[src/rtl/sar_adc_pkg.sv]
package sar_adc_pkg;

  // Strobes passed from the sequencer control to the datapath.
  typedef struct packed {
    logic wrCtrl;     // accepted write to the control register
    logic startConv;  // accepted write with the hold/start bit set
    logic sampleBit;  // comparator is settled: decide the current bit
    logic lastBit;    // the bit being decided is bit 0
  } sarStrobe_t;

  typedef enum logic [1:0] {
    PH_IDLE   = 2'd0,
    PH_SETTLE = 2'd1,
    PH_SAMPLE = 2'd2
  } sarPhase_t;

endpackage

[src/rtl/sar_seq_ctrl.sv]
module sar_seq_ctrl
  import sar_adc_pkg::*;
#(
  parameter int DATA_W = 8,
  localparam int IDX_W = $clog2(DATA_W)
) (
  input  logic             clk,
  input  logic             rst,
  input  logic             busCyc,
  input  logic             busStb,
  input  logic             busWe,
  input  logic             startBit,
  output sarStrobe_t       strobe,
  output logic [IDX_W-1:0] bitIdx
);

  localparam logic [IDX_W-1:0] TOP_IDX = IDX_W'(DATA_W - 1);

  sarPhase_t phase;
  logic      wrCtrl;
  logic      startConv;
  logic      sampleBit;

  assign wrCtrl    = busCyc & busStb & busWe;
  assign startConv = wrCtrl & startBit;
  assign sampleBit = (phase == PH_SAMPLE) & ~startConv;

  always_ff @(posedge clk) begin
    if (rst) begin
      phase  <= PH_IDLE;
      bitIdx <= '0;
    end else if (startConv) begin
      phase  <= PH_SETTLE;
      bitIdx <= TOP_IDX;
    end else begin
      case (phase)
        PH_SETTLE: phase <= PH_SAMPLE;
        PH_SAMPLE: begin
          if (bitIdx == '0) begin
            phase <= PH_IDLE;
          end else begin
            phase  <= PH_SETTLE;
            bitIdx <= bitIdx - 1'b1;
          end
        end
        default: phase <= PH_IDLE;
      endcase
    end
  end

  always_comb begin
    strobe.wrCtrl    = wrCtrl;
    strobe.startConv = startConv;
    strobe.sampleBit = sampleBit;
    strobe.lastBit   = sampleBit & (bitIdx == '0);
  end

endmodule

[src/rtl/sar_datapath.sv]
module sar_datapath
  import sar_adc_pkg::*;
#(
  parameter int DATA_W   = 8,
  parameter int NUM_REFS = 4,
  localparam int IDX_W   = $clog2(DATA_W),
  localparam int SEL_W   = $clog2(NUM_REFS)
) (
  input  logic              clk,
  input  logic              rst,
  input  sarStrobe_t        strobe,
  input  logic [IDX_W-1:0]  bitIdx,
  input  logic [SEL_W:0]    ctrlIn,
  input  logic              busAddr,
  input  logic              cmpIn,
  output logic [NUM_REFS-1:0] refEn,
  output logic              holdOut,
  output logic [DATA_W-1:0] trialCode,
  output logic [DATA_W-1:0] busDatOut,
  output logic              doneFlag,
  output logic [DATA_W-1:0] resultData
);

  localparam logic [DATA_W-1:0] FIRST_TRIAL = {1'b0, {(DATA_W-1){1'b1}}};

  logic [SEL_W:0]      ctrlReg;
  logic [SEL_W-1:0]    selField;
  logic [DATA_W-1:0]   nextTrial;
  logic [IDX_W-1:0]    lowerIdx;

  assign selField = ctrlReg[SEL_W-1:0];
  assign holdOut  = ctrlReg[SEL_W];

  // Control register
  always_ff @(posedge clk) begin
    if (rst)                ctrlReg <= '0;
    else if (strobe.wrCtrl) ctrlReg <= ctrlIn;
  end

  // One-hot reference decode
  for (genvar i = 0; i < NUM_REFS; i++) begin : g_refDec
    assign refEn[i] = (selField == SEL_W'(i));
  end

  // Next trial: decide current bit, open the next one at 0
  assign lowerIdx = bitIdx - 1'b1;

  always_comb begin
    nextTrial         = trialCode;
    nextTrial[bitIdx] = cmpIn;
    if (bitIdx != '0) nextTrial[lowerIdx] = 1'b0;
  end

  always_ff @(posedge clk) begin
    if (rst)                   trialCode <= '0;
    else if (strobe.startConv) trialCode <= FIRST_TRIAL;
    else if (strobe.sampleBit) trialCode <= nextTrial;
  end

  always_ff @(posedge clk) begin
    if (rst)                 resultData <= '0;
    else if (strobe.lastBit) resultData <= nextTrial;
  end

  always_ff @(posedge clk) begin
    if (rst)                   doneFlag <= 1'b0;
    else if (strobe.startConv) doneFlag <= 1'b0;
    else if (strobe.lastBit)   doneFlag <= 1'b1;
  end

  // Read-back mux
  always_comb begin
    busDatOut = '0;
    if (busAddr) busDatOut[0] = doneFlag;
    else         busDatOut    = resultData;
  end

endmodule

[src/rtl/sar_adc_ctrl.sv]
module sar_adc_ctrl
  import sar_adc_pkg::*;
#(
  parameter int DATA_W   = 8,
  parameter int NUM_REFS = 4
) (
  input  logic                clk,
  input  logic                rst,
  input  logic                busCyc,
  input  logic                busStb,
  input  logic                busWe,
  input  logic                busAddr,
  input  logic [DATA_W-1:0]   busDatIn,
  output logic [DATA_W-1:0]   busDatOut,
  output logic                busAck,
  output logic [NUM_REFS-1:0] refEn,
  output logic                holdOut,
  output logic [DATA_W-1:0]   trialCode,
  input  logic                cmpIn
);

  localparam int IDX_W = $clog2(DATA_W);
  localparam int SEL_W = $clog2(NUM_REFS);

  sarStrobe_t        strobe;
  logic [IDX_W-1:0]  bitIdx;
  logic              doneFlag;
  logic [DATA_W-1:0] resultData;

  assign busAck = busCyc & busStb;

  sar_seq_ctrl #(.DATA_W(DATA_W)) u_ctrl (
    .clk      (clk),
    .rst      (rst),
    .busCyc   (busCyc),
    .busStb   (busStb),
    .busWe    (busWe),
    .startBit (busDatIn[SEL_W]),
    .strobe   (strobe),
    .bitIdx   (bitIdx)
  );

  sar_datapath #(.DATA_W(DATA_W), .NUM_REFS(NUM_REFS)) u_dp (
    .clk        (clk),
    .rst        (rst),
    .strobe     (strobe),
    .bitIdx     (bitIdx),
    .ctrlIn     (busDatIn[SEL_W:0]),
    .busAddr    (busAddr),
    .cmpIn      (cmpIn),
    .refEn      (refEn),
    .holdOut    (holdOut),
    .trialCode  (trialCode),
    .busDatOut  (busDatOut),
    .doneFlag   (doneFlag),
    .resultData (resultData)
  );

endmodule

[config.mk]
export PLATFORM = sky130hd
export DESIGN_NAME = sar_adc_ctrl
export DESIGN_NICKNAME = d
export VERILOG_FILES = /design/src/rtl/sar_adc_pkg.sv /design/src/rtl/sar_seq_ctrl.sv /design/src/rtl/sar_datapath.sv /design/src/rtl/sar_adc_ctrl.sv
export SDC_FILE = /design/constraint.sdc
export NUM_CORES = 1
export LEC_CHECK = 0
export ABC_AREA = 0
export CAP_MARGIN = 20
export CORE_MARGIN = 2
export CORE_UTILIZATION = 50
export DETAILED_ROUTE_END_ITERATION = 12
export PLACE_DENSITY = 0.82
export SLEW_MARGIN = 15
export SYNTH_ARGS = -nofsm -noshare
export SYNTH_HDL_FRONTEND = slang
export SYNTH_SLANG_ARGS = --single-unit
[constraint.sdc]
create_clock -name clk -period 2.75 [get_ports clk]
set_input_delay 0.4125 -clock clk [delete_from_list [all_inputs] [get_ports clk]]
set_output_delay 0.4125 -clock clk [all_outputs]
set_load 0.02 [all_outputs]
# ---- Word-level counts from Yosys, hierarchy flattened
# Cells that the tools add are included.
dict set report totals {
  reg_bits 25
  inputBits 15
}
dict set report op_classes {
  add_sub_neg 1
  magnitude_cmp 4
  eq_ne 6
  mux 16
  n_bitwise 8
  reduce_logical 9
}
# cell count
set ops {}
lappend ops {{7-bit two-way mux} 3}
lappend ops {{3-bit two-way mux} 3}
lappend ops {{8-bit bitwise AND} 1}
lappend ops {{8-bit bitwise mux} 1}
lappend ops {{3-bit by 4-bit < comparator with 1-bit output (second input constant)} 2}
lappend ops {{8-bit two-way mux} 1}
lappend ops {{8-bit inverter} 1}
lappend ops {{1-bit demux with 3-bit select} 2}
lappend ops {{2-bit equality test (second input constant)} 3}
lappend ops {{3-bit by 1-bit >= comparator with 1-bit output (second input constant)} 2}
lappend ops {{1-bit bitwise AND} 5}
lappend ops {{1-bit two-way mux} 5}
lappend ops {{2-bit by 1-bit equality test with 1-bit output (second input constant)} 2}
lappend ops {{2-bit case mux with 2 select lines} 1}
lappend ops {{2-bit nonzero test} 2}
lappend ops {{3-bit logical NOT} 1}
lappend ops {{3-bit nonzero test} 1}
lappend ops {{3-bit by 1-bit subtractor with 3-bit output (second input constant)} 1}
lappend ops {{1-bit logical AND} 2}
lappend ops {{2-bit logical NOT} 1}
lappend ops {{2-bit by 1-bit inequality test with 1-bit output (second input constant)} 1}
lappend ops {{2-bit AND reduction} 1}
lappend ops {{2-bit OR reduction} 1}
lappend ops {{1-bit inverter} 1}

# ---- Logic depth before layout (Yosys ltp)
# Gate-level depths: netlist of the first run.
dict set report depth {
  ltp_word 10
  depth_mapped 9
}

# ---- Modules after synthesis
# From an unflattened synthesis of the first run, not the netlist that was laid out.
dict set report unflattened {
  hier_cells 157
  hier_area_um2 1428.9
}
# module n_inst cells_each area_each_um2
set by_module_without_submodules {}
lappend by_module_without_submodules {sar_datapath 1 120 1104.8}
lappend by_module_without_submodules {sar_seq_ctrl 1 36 317.8}
lappend by_module_without_submodules {sar_adc_ctrl 1 1 6.3}

# ---- Least setup slack after synthesis of the first run
# No wires, ideal clock.
dict set report synth_path {
  kind {register -> register}
  from {register u_ctrl.bitIdx[0]}
  to {register u_dp.resultData[7]}
  setup_ps 131
  t_arrival_ps 1621
  setup_slack_ps 998
  stages_incl_launch_ff 10
  synth_period_minus_slack_ps 1752
  cell_sequence {dfxtp_1 buf_2 inv_1 ha_1 and3b_1 and2_1 buf_2 nand2b_1 buf_2 o22ai_1}
}
dict set report synth_between {
  elab_chain_cells 8
  elab_cells_between_ends 18
  cone_classes {add/sub (1); order compare (4); mux (6); bitwise (3); reduce/logical (4)}
}
# item line_no
set synth_rtl {}
lappend synth_rtl {{start: declaration} sar_seq_ctrl.sv:14} ;# output logic [IDX_W-1:0] bitIdx
lappend synth_rtl {{start signal: assignment} sar_seq_ctrl.sv:43} ;# bitIdx <= bitIdx - 1'b1;
lappend synth_rtl {{3-bit by 1-bit subtractor with 3-bit output} sar_datapath.sv:46} ;# assign lowerIdx = bitIdx - 1'b1;
lappend synth_rtl {{3-bit by 4-bit < comparator with 1-bit output (not written as such) or 3-bit by 1-bit >= comparator with 1-bit output (tied branches)} sar_datapath.sv:51} ;# if (bitIdx != '0) nextTrial[lowerIdx] = 1'b0;
lappend synth_rtl {{1-bit logical AND (not written as such)} sar_datapath.sv:51}
lappend synth_rtl {{1-bit two-way mux (not written as such)} sar_datapath.sv:51}
lappend synth_rtl {{1-bit demux with 3-bit select} -}
lappend synth_rtl {{8-bit inverter (no line)} -}
lappend synth_rtl {{8-bit bitwise AND (no line)} -}
lappend synth_rtl {{8-bit two-way mux} sar_datapath.sv:51}
lappend synth_rtl {{end signal: assignment} sar_datapath.sv:62} ;# else if (strobe.lastBit) resultData <= nextTrial;
lappend synth_rtl {{end: declaration} sar_datapath.sv:21} ;# output logic [DATA_W-1:0] resultData
# Several ways; a longest one is shown, not always the timed one.
# A chain may end at the register's enable or synchronous reset.

# ---- Worst setup path after layout of the first run
dict set report layout_path {
  from {input port busAddr}
  to {output port busDatOut[0]}
}
dict set report layout_between {
  elab_chain_cells 1
}
# item line_no
set layout_rtl {}
lappend layout_rtl {{start: declaration} sar_adc_ctrl.sv:12} ;# input logic busAddr,
lappend layout_rtl {{1-bit two-way mux} sar_datapath.sv:74} ;# if (busAddr) busDatOut[0] = doneFlag;
lappend layout_rtl {{end: declaration} sar_adc_ctrl.sv:14} ;# output logic [DATA_W-1:0] busDatOut,
# No other way between the ends.

==> impl_metrics.yaml, run 1 <==
sta:
  slew_viol_final: 0
  hold_viol_final: 0
  layout_min_cycle_time_ps: 2360
  fin_skew_ps: 16.4
  max_slew_margin_pct: 64.7
  setup-tns-final_ps: 0
  hold_slack_ps: 471
  tightest_slew_ps: 529
  max_freq_mhz: 423
  rsz0062_at_grt: "no"
  finalSetupViolCount: 0
  period_share_pct: 85.9
worst_setup_path:
  path_max_fanout: 8
  worst-path-buf-inv: 2
  end_kind: "output port"
  start_kind: "primary input"
  cpMostUsedCell: "clkdlybuf4s50_1"
  r2r-start: "u_ctrl.bitIdx[0]$_SDFFE_PP0P_"
  startpoint: "busAddr"
  required_ps: 2340
  slowest_stage: "clkdlybuf4s50_1"
  critical_path_class: "primary input to output port"
  cp_cell_sequence: "clkdlybuf4s50_1 > mux2_2 > clkdlybuf4s50_1"
  cp_data_arrival_time_ps: 1950
  worst_path_largest_cell_delay_ps: 630
  critical_path.top_delay_family: "buffers and inverters"
run:
  maxCapViolCount: 0
synthesis:
  synth_seq_cells: 25
  seq_area_frac_synth_pct: 36.4
  synth_cells: 148
  synthTopCellsByArea: "dfxtp_1, a221oi_2, nor2b_1"
  synth_ff_type: "dfxtp_1"
  synth_xor_area_share_pct: 0.638
  yosysTopAreaCell: "dfxtp_1"
  synthSimpleGateAreaFrac_pct: 24.5
  synth_compound_area_share_pct: 19.2
  synth_edf_count: 0
  async_reset_ff_share_pct: 0
  synth_top_family_by_area: "simple AND/OR/NAND/NOR gates"
  syn_nets: 167
  netlist_area_sq_mm: 0.00137
  synth_top_area_share_pct: 36.4
  yosys_warnings: 0
  synth.distinct_cells: 38
  synthMuxAreaShare_pct: 10.4
  syn_avg_cell_area_sq_um: 9.28
  synth_fa_ha_area_share_pct: 3.64
floorplanning:
  die_w_microns: 56.4
  num_rows: 19
  floorplan.initialDensity_pct: 51.1
  top_level_ports: 37
  die_area_sq_mm: 0.00318
  dieHeight_microns: 56.4
  core_sq_mm: 0.00269
routing:
  drt-pass1-iter-count: 4
  dr_total_vias: 1192
  route.detailed.drc: 0
  wire_per_inst_microns: 15.3
  routed_via_density: 5.79
  wl_mm: 3.14
  ant_nets: 0
  first_iter_violations: 27
placement:
  place_congestion: 0.862
  port_buffers: 31
  hpwlAfterDp_mm: 2.40
global_route:
  grt_pass1_wl_mm: 5.20
  grt_pass1_vias: 1166
  grt.total_usage_pct: 20.3
  grt_max_degree: 16
  grt.overflow.total: 0
  antenna_found_initial: 0
clocking:
  ctsResizeCount: 0
  cts_hold_buf: 0
  clk_pin_slew_ps: 130
  clk_path_buf_depth: 2
  root_buffer: "clkbuf_4"
  cts-htree-levels: 1
  worst_skew_pair.late_latency_ps: 330
  numCtsBuffers: 3
  cts_setup_buffers: 0
  clock-sinks: 25
  tritoncts: "yes"
run_status:
  status: "complete, no violations"
power_and_ir_drop:
  share_comb_of_total_power_pct: 16.5
  sw_frac_of_total_pct: 27.4
  seqPwrFrac_pct: 57.8
  power.leakage_nw: 0.603
  peakVddDrop_mv: 0.408
  p_switching_w: 0.000182
  clkPwrFrac_pct: 25.6
  p_int_w: 0.000480
  p_per_area_mw_per_mm2: 386
layout:
  n_antenna_cell: 0
  nFillCells: 225
  drive_gt1_share_pct: 13.7
  syn_to_final_growth_pct: 24.9
  finalNetCount: 195
hold_path:
  hold_path.class: "flip-flop to flip-flop"
  worstHoldStart: "u_dp.ctrlReg[2]$_SDFFE_PP0N_"
==> synthesized netlist by cell type, drive strengths merged, types with 2 or more instances <==
cell type  number
mux2i           4
inv             5
a21oi           4
nor3            2
nand2           8
a221oi          7
o22ai           8
mux2            8
nor2           12
nand2b         10
ha              4
o31ai           2
o21ai           8
nor2b          11
clkbuf          5
dfxtp          25
nand3b          3
and2            5
nor3b           3
buf             5
==> cell usage in the layout (no fill, tap or decap), types with 2 or more instances in the layout <==
master | synthesis | routed
clkdlybuf4s50_1 | 0 | 31
dfxtp_1 | 25 | 25
nor2_1 | 12 | 12
nor2b_1 | 11 | 11
nand2b_1 | 10 | 10
nand2_1 | 8 | 8
o22ai_1 | 8 | 8
a221oi_2 | 6 | 6
inv_1 | 5 | 5
and2_1 | 5 | 5
o21ai_1 | 5 | 5
mux2_2 | 4 | 4
mux2_1 | 4 | 4
ha_1 | 4 | 4
nand3b_1 | 3 | 3
nor3b_1 | 3 | 3
mux2i_1 | 3 | 3
a21oi_1 | 3 | 3
clkbuf_4 | 0 | 3
o31ai_1 | 2 | 2
o21ai_2 | 2 | 2
buf_4 | 1 | 2
==> power groups by stage <==
stage,clock network (W),registers (W),logic (W)
after floorplan,0,0.000391,0.0000645
after global placement,0,0.000390,0.000106
after detailed placement,0,0.000390,0.000109
after CTS,0.000174,0.000383,0.000110
after global routing,0.000190,0.000384,0.000117
final,0.000170,0.000383,0.000109
==> worst paths after layout <==
check             slack [ps]                              end  cells past startpoint
setup / recovery         390                     busDatOut[0]                      3
setup reg to reg         620  u_dp.resultData[3]$_SDFFE_PP0P_                      6
hold / removal           470     u_dp.ctrlReg[2]$_SDFFE_PP0N_                      2
hold reg to reg          470     u_dp.ctrlReg[2]$_SDFFE_PP0N_                      2
==> layout make-up <==
type                            instances  area [sq um]  share of cell area [%]
Sequential cell                        25           500                    29.2
Clock buffer                            3          22.5                    1.31
Multi-Input combinational cell        108           802                    46.8
Timing Repair Buffer                   33           325                    19.0
Clock inverter                          1          7.51                   0.438
Tap cell                               31          38.8                    2.26
Inverter                                5          18.8                    1.09
==> metrics by stage <==
stage	std cells	total power (W)	area, sq um	util (%)	worst slack [ps]
final	206	0.000661	1720	63.9	388
after global routing	206	0.000691	1720	63.9	335
after CTS	206	0.000666	1720	63.9	382
after detailed placement	202	0.000500	1690	62.7	382
after global placement	202	0.000496	1690	62.7	409
after floorplan	148	0.000455	1370	-	998
==> tightest hold or removal path, stage by stage, from the launching register on <==
cell and delay (ps):
dfxtp_1 330, nand2_1 50, a21oi_1 60
==> cells by family (layout without fill, tap and decap cells) <==
| logic type | count (synthesis) | in the layout |
|---|---|---|
| xor gates and xnor gates | 1 | 1 |
| muxes | 12 | 12 |
| buffers and inverters | 15 | 42 |
| adders and majority gates | 4 | 4 |
| AOI/OAI and AO/OA | 32 | 32 |
| and+or+nand+nor | 59 | 59 |
| DFF | 25 | 25 |
==> state kept, by name (all words and copies together) (netlist names) <==
name,cells
u_ctrl.bitIdx,3
u_dp.doneFlag,1
u_dp.resultData,8
u_ctrl.phase,2
u_dp.trialCode,8
u_dp.ctrlReg,3
==> metal layers <==
| layer | wire [microns] | global-route usage (%) |
|---|---|---|
| met4 | 55 | 6.12 |
| met1 | 1360 | 26.4 |
| met2 | 1580 | 35.0 |
| met3 | 144 | 2.76 |
| met5 | 0 | 0 |
No activity file was read; power rests on OpenSTA's default activity.
==> run 2: changes to the inputs <==
CORE_UTILIZATION = 47   (was 50)
CTS_CLUSTER_SIZE = 8   (was default)
PLACE_DENSITY = 0.78   (was 0.82)
clock period = 2.6 ns   (was 2.75 ns; I/O delays follow)
==> impl_metrics.yaml, run 2 (synthesis gave the netlist of run 1 again) <==
hold_path:
  worstHoldStart: "u_dp.ctrlReg[2]$_SDFFE_PP0N_"
  hold_path.class: "flip-flop to flip-flop"
  hold_path_end: "u_dp.ctrlReg[2]$_SDFFE_PP0N_"
  hold_depth: 2
layout:
  syn_to_final_growth_pct: 25.1
  biggestRegsByFlops: "u_dp.resultData x8, u_dp.trialCode x8"
  layout_commonest_cell: "clkdlybuf4s50_1"
  n_antenna_cell: 0
  drive_gt1_share_pct: 13.6
  finalNetCount: 196
  fin_util_pct: 62.3
  final_cell_mix: "clkdlybuf4s50_1, dfxtp_1, nor2_1"
  fin_cells: 207
  nFillCells: 249
power_and_ir_drop:
  peakVddDrop_mv: 0.386
  p_per_area_mw_per_mm2: 407
  power.leakage_nw: 0.609
floorplanning:
  floorplan.initialDensity_pct: 49.8
  die_w_microns: 58.1
  dieHeight_microns: 58.1
  die_area_sq_mm: 0.00337
  top_level_ports: 37
  num_rows: 19
  core_sq_mm: 0.00276
clocking:
  tritoncts: "yes"
  clk_pin_slew_ps: 130
  clk_path_buf_depth: 2
  numCtsBuffers: 3
  clock-sinks: 25
  root_buffer: "clkbuf_4"
  cts_setup_buffers: 0
  worst_skew_pair.late_latency_ps: 330
  cts_hold_buf: 0
  ctsResizeCount: 0
  cts-htree-levels: 1
worst_setup_path:
  cp_data_arrival_time_ps: 2350
  rrSetupSlack_ps: 460
  start_kind: "flip-flop"
  rr_worst_depth: 6
  reg2reg_to: "u_dp.resultData[3]$_SDFFE_PP0P_"
  end_kind: "flip-flop"
  path_max_fanout: 14
  critical_path_class: "flip-flop to flip-flop"
  r2r-start: "u_ctrl.bitIdx[0]$_SDFFE_PP0P_"
  required_ps: 2820
sta:
  setup-tns-final_ps: 0
  period_share_pct: 82.2
  finalSetupViolCount: 0
  layout_min_cycle_time_ps: 2140
  tightest_slew_ps: 605
  rsz0062_at_grt: "no"
  max_freq_mhz: 468
  hold_slack_ps: 471
  hold_viol_final: 0
  fin_skew_ps: 2.45
  max_slew_margin_pct: 59.5
  slew_viol_final: 0
  fin_ws_ps: 464
placement:
  port_buffers: 31
  dpl.cell_count: 203
  hpwlAfterDp_mm: 2.34
  place_congestion: 0.899
  pre_cts_slack_ps: 467
global_route:
  grt_pass1_wl_mm: 5.31
  grt_max_degree: 19
  grt_pass1_vias: 1178
  grt.total_usage_pct: 20.1
  antenna_found_initial: 0
  grt.overflow.total: 0
routing:
  first_iter_violations: 45
  ant_nets: 0
  drt-pass1-iter-count: 4
  route.detailed.drc: 0
  routed_via_density: 5.63
  wire_per_inst_microns: 15.2
  dr_total_vias: 1166
  wl_mm: 3.16
run:
  maxCapViolCount: 0
run_status:
  status: "complete, no violations"
==> run 2: worst max-delay path, cell delays in order (launching register included) <==
cell and delay, ps:
dfxtp_1 620, inv_1 190, ha_1 340, nor3_2 200
a21oi_2 100, o31ai_1 430, o22ai_1 160
==> run 2: worst max-delay path by stage <==
stage / from / cells past startpoint / endpoint / slack (ps)
global placement: busAddr / 3 / busDatOut[0] / 470
detailed placement: busAddr / 3 / busDatOut[0] / 470
global route: u_ctrl.bitIdx[0]$_SDFFE_PP0P_ / 6 / u_dp.resultData[3]$_SDFFE_PP0P_ / 270
CTS: busAddr / 3 / busDatOut[0] / 460
finish: u_ctrl.bitIdx[0]$_SDFFE_PP0P_ / 6 / u_dp.resultData[3]$_SDFFE_PP0P_ / 460
floorplan: u_ctrl.bitIdx[0]$_SDFFE_PP0P_ / 9 / u_dp.resultData[7]$_SDFFE_PP0P_ / 850
==> run 2: layout make-up <==
cell class	instances	area, sq um	share of cell area (%)
Multi-Input combinational cell	108	802	46.7
Sequential cell	25	500	29.1
Timing Repair Buffer	34	333	19.4
Tap cell	31	38.8	2.26
Clock buffer	4	26.3	1.53
Inverter	5	18.8	1.09
==> run 2: metrics by stage <==
| stage | cell area [sq um] | total power, W |
|---|---|---|
| 3_5_place_dp | 1690 | 0.000530 |
| 2_1_floorplan | 1370 | 0.000481 |
| 4_1_cts | 1720 | 0.000707 |
| 6_report | 1720 | 0.000700 |
| 3_3_place_gp | 1690 | 0.000526 |
| 5_1_grt | 1720 | 0.000737 |
==> run 2: power breakdown <==
group / switching (W) / total, W / internal [W]
clock network: 0.000118 / 0.000178 / 0.0000603
logic: 0.0000596 / 0.000117 / 0.0000574
registers: 0.0000126 / 0.000405 / 0.000392
==> run 2: layer usage <==
metal / global-route usage (%) / routed length (microns)
met1: 26.4 / 1390
met2: 34.6 / 1600
met3: 2.23 / 121
met4: 6.31 / 38
met5: 0 / 0
==> run 3: changes to the inputs <==
CORE_UTILIZATION = 43   (was 47)
PLACE_DENSITY = 0.75   (was 0.78)
clock period = 1.9 ns   (was 2.6 ns; I/O delays follow)
==> impl_metrics.yaml, run 3 (synthesis gave the netlist of run 1 again) <==
routing:
  wl_mm: 3.17
  drt-pass1-iter-count: 4
  routed_via_density: 5.29
  route.detailed.drc: 0
  wire_per_inst_microns: 13.9
  first_iter_violations: 14
  ant_nets: 0
  dr_total_vias: 1205
clocking:
  cts_setup_buffers: 0
  clock-sinks: 25
  tritoncts: "yes"
  numCtsBuffers: 3
  root_buffer: "clkbuf_4"
  clk_pin_slew_ps: 140
  clk_path_buf_depth: 2
  cts-htree-levels: 1
  cts_hold_buf: 0
  worst_skew_pair.late_latency_ps: 330
placement:
  hpwlAfterDp_mm: 2.46
  dpl.cell_count: 224
  port_buffers: 31
  place_congestion: 0.850
  placed_area_sq_mm: 0.00177
worst_setup_path:
  cpMostUsedCell: "clkdlybuf4s50_1"
  end_kind: "output port"
  path_max_fanout: 2
  cp_cell_sequence: "clkdlybuf4s50_1 > and2_1 > clkdlybuf4s50_1"
  critical_path_class: "primary input to output port"
  start_kind: "primary input"
  slowest_stage: "clkdlybuf4s50_1"
  cp_data_arrival_time_ps: 1530
  worst_path_largest_cell_delay_ps: 610
  required_ps: 1620
sta:
  rsz0062_at_grt: "no"
  slew_viol_final: 0
  max_slew_margin_pct: 72.5
  finalSetupViolCount: 0
  max_freq_mhz: 551
  layout_min_cycle_time_ps: 1820
  setup-tns-final_ps: 0
  hold_viol_final: 0
  tightest_slew_ps: 413
  fin_skew_ps: 6.36
  period_share_pct: 95.6
floorplanning:
  num_rows: 20
  die_area_sq_mm: 0.00366
  die_w_microns: 60.5
  dieHeight_microns: 60.5
  top_level_ports: 37
  floorplan.initialDensity_pct: 45.0
  core_sq_mm: 0.00305
global_route:
  antenna_found_initial: 0
  grt.overflow.total: 0
  grt_max_degree: 16
  grt_pass1_wl_mm: 5.18
  grt.total_usage_pct: 19.0
  grt_pass1_vias: 1187
layout:
  syn_to_final_growth_pct: 31.1
  finalNetCount: 204
  final_cell_mix: "dfxtp_1, clkdlybuf4s50_1, nor2_1"
  final_area_sq_mm: 0.00180
  layout_commonest_cell: "dfxtp_1"
  drive_gt1_share_pct: 18.5
  n_antenna_cell: 0
  biggestRegsByFlops: "u_dp.resultData x8, u_dp.trialCode x8"
  fin_cells: 228
hold_path:
  hold_path.class: "flip-flop to flip-flop"
power_and_ir_drop:
  peakVddDrop_mv: 0.426
  p_per_area_mw_per_mm2: 540
  power.leakage_nw: 0.728
  power.total_w: 0.000974
run_status:
  status: "complete, no violations"
run:
  maxCapViolCount: 0
## run 3: cell count changes in the layout (fill, tap and decap cells not counted)
cell	change
dlygate4sd2_1	+5
dfxtp_2	+1
clkdlybuf4s50_1	-8
dlymetal6s2s_1	+3
clkinvlp_4	+1
clkbuf_1	-1
buf_4	+8
dfxtp_1	-1
## run 3: path summary, 6_finish.rpt
check	start	to	slack (ps)	cells past startpoint
setup / recovery	busStb	busAck	80	3
hold reg to reg	u_dp.ctrlReg[2]$_SDFFE_PP0N_	u_dp.ctrlReg[2]$_SDFFE_PP0N_	470	2
hold / removal	u_dp.ctrlReg[2]$_SDFFE_PP0N_	u_dp.ctrlReg[2]$_SDFFE_PP0N_	470	2
setup reg to reg	u_ctrl.bitIdx[0]$_SDFFE_PP0P_	u_dp.trialCode[4]$_SDFFE_PP0P_	190	5
## run 3: cell type report
class,count,area (sq um)
Clock buffer,3,22.5
Sequential cell,25,502
Inverter,5,18.8
Fill cell,286,1250
Multi-Input combinational cell,108,802
Clock inverter,1,7.51
Tap cell,44,55.1
Timing Repair Buffer,42,394
## run 3: metrics by stage
step           util (%)  hold WS, ps  setup WS (ps)
6_report           59.0          465           83.6
5_1_grt            59.0          502           19.1
4_1_cts            58.7          470           3.64
3_5_place_dp       58.0          450          -28.6
3_3_place_gp       58.0          448          -23.6
2_1_floorplan         -          429            148
## run 3: worst max-delay path, delay by kind of cell
kind	cells	cell delay [ps]
buffers and inverters	2	1090
AND/OR/NAND/NOR	1	150
## run 3: report_power, final
| group | switching, W | total, W | leakage, nW | internal (W) |
|---|---|---|---|---|
| logic | 0.0000892 | 0.000175 | 0.511 | 0.0000854 |
| registers | 0.0000122 | 0.000549 | 0.203 | 0.000537 |
| clock network | 0.000169 | 0.000250 | 0.0139 | 0.0000807 |
## run 3: per-layer routing
metal,part of all wire (%),track usage (%),wire length (microns)
met1,45,24.0,1430
met2,47,32.0,1480
met3,4.9,2.77,154
met4,3.3,8.70,106
met5,0,0,0
## run 3: timing repair
item | CTS | global route
setup endpoints to repair | 5 | 5
gates resized for setup | 5 | 4
pin swaps | 0 | 0
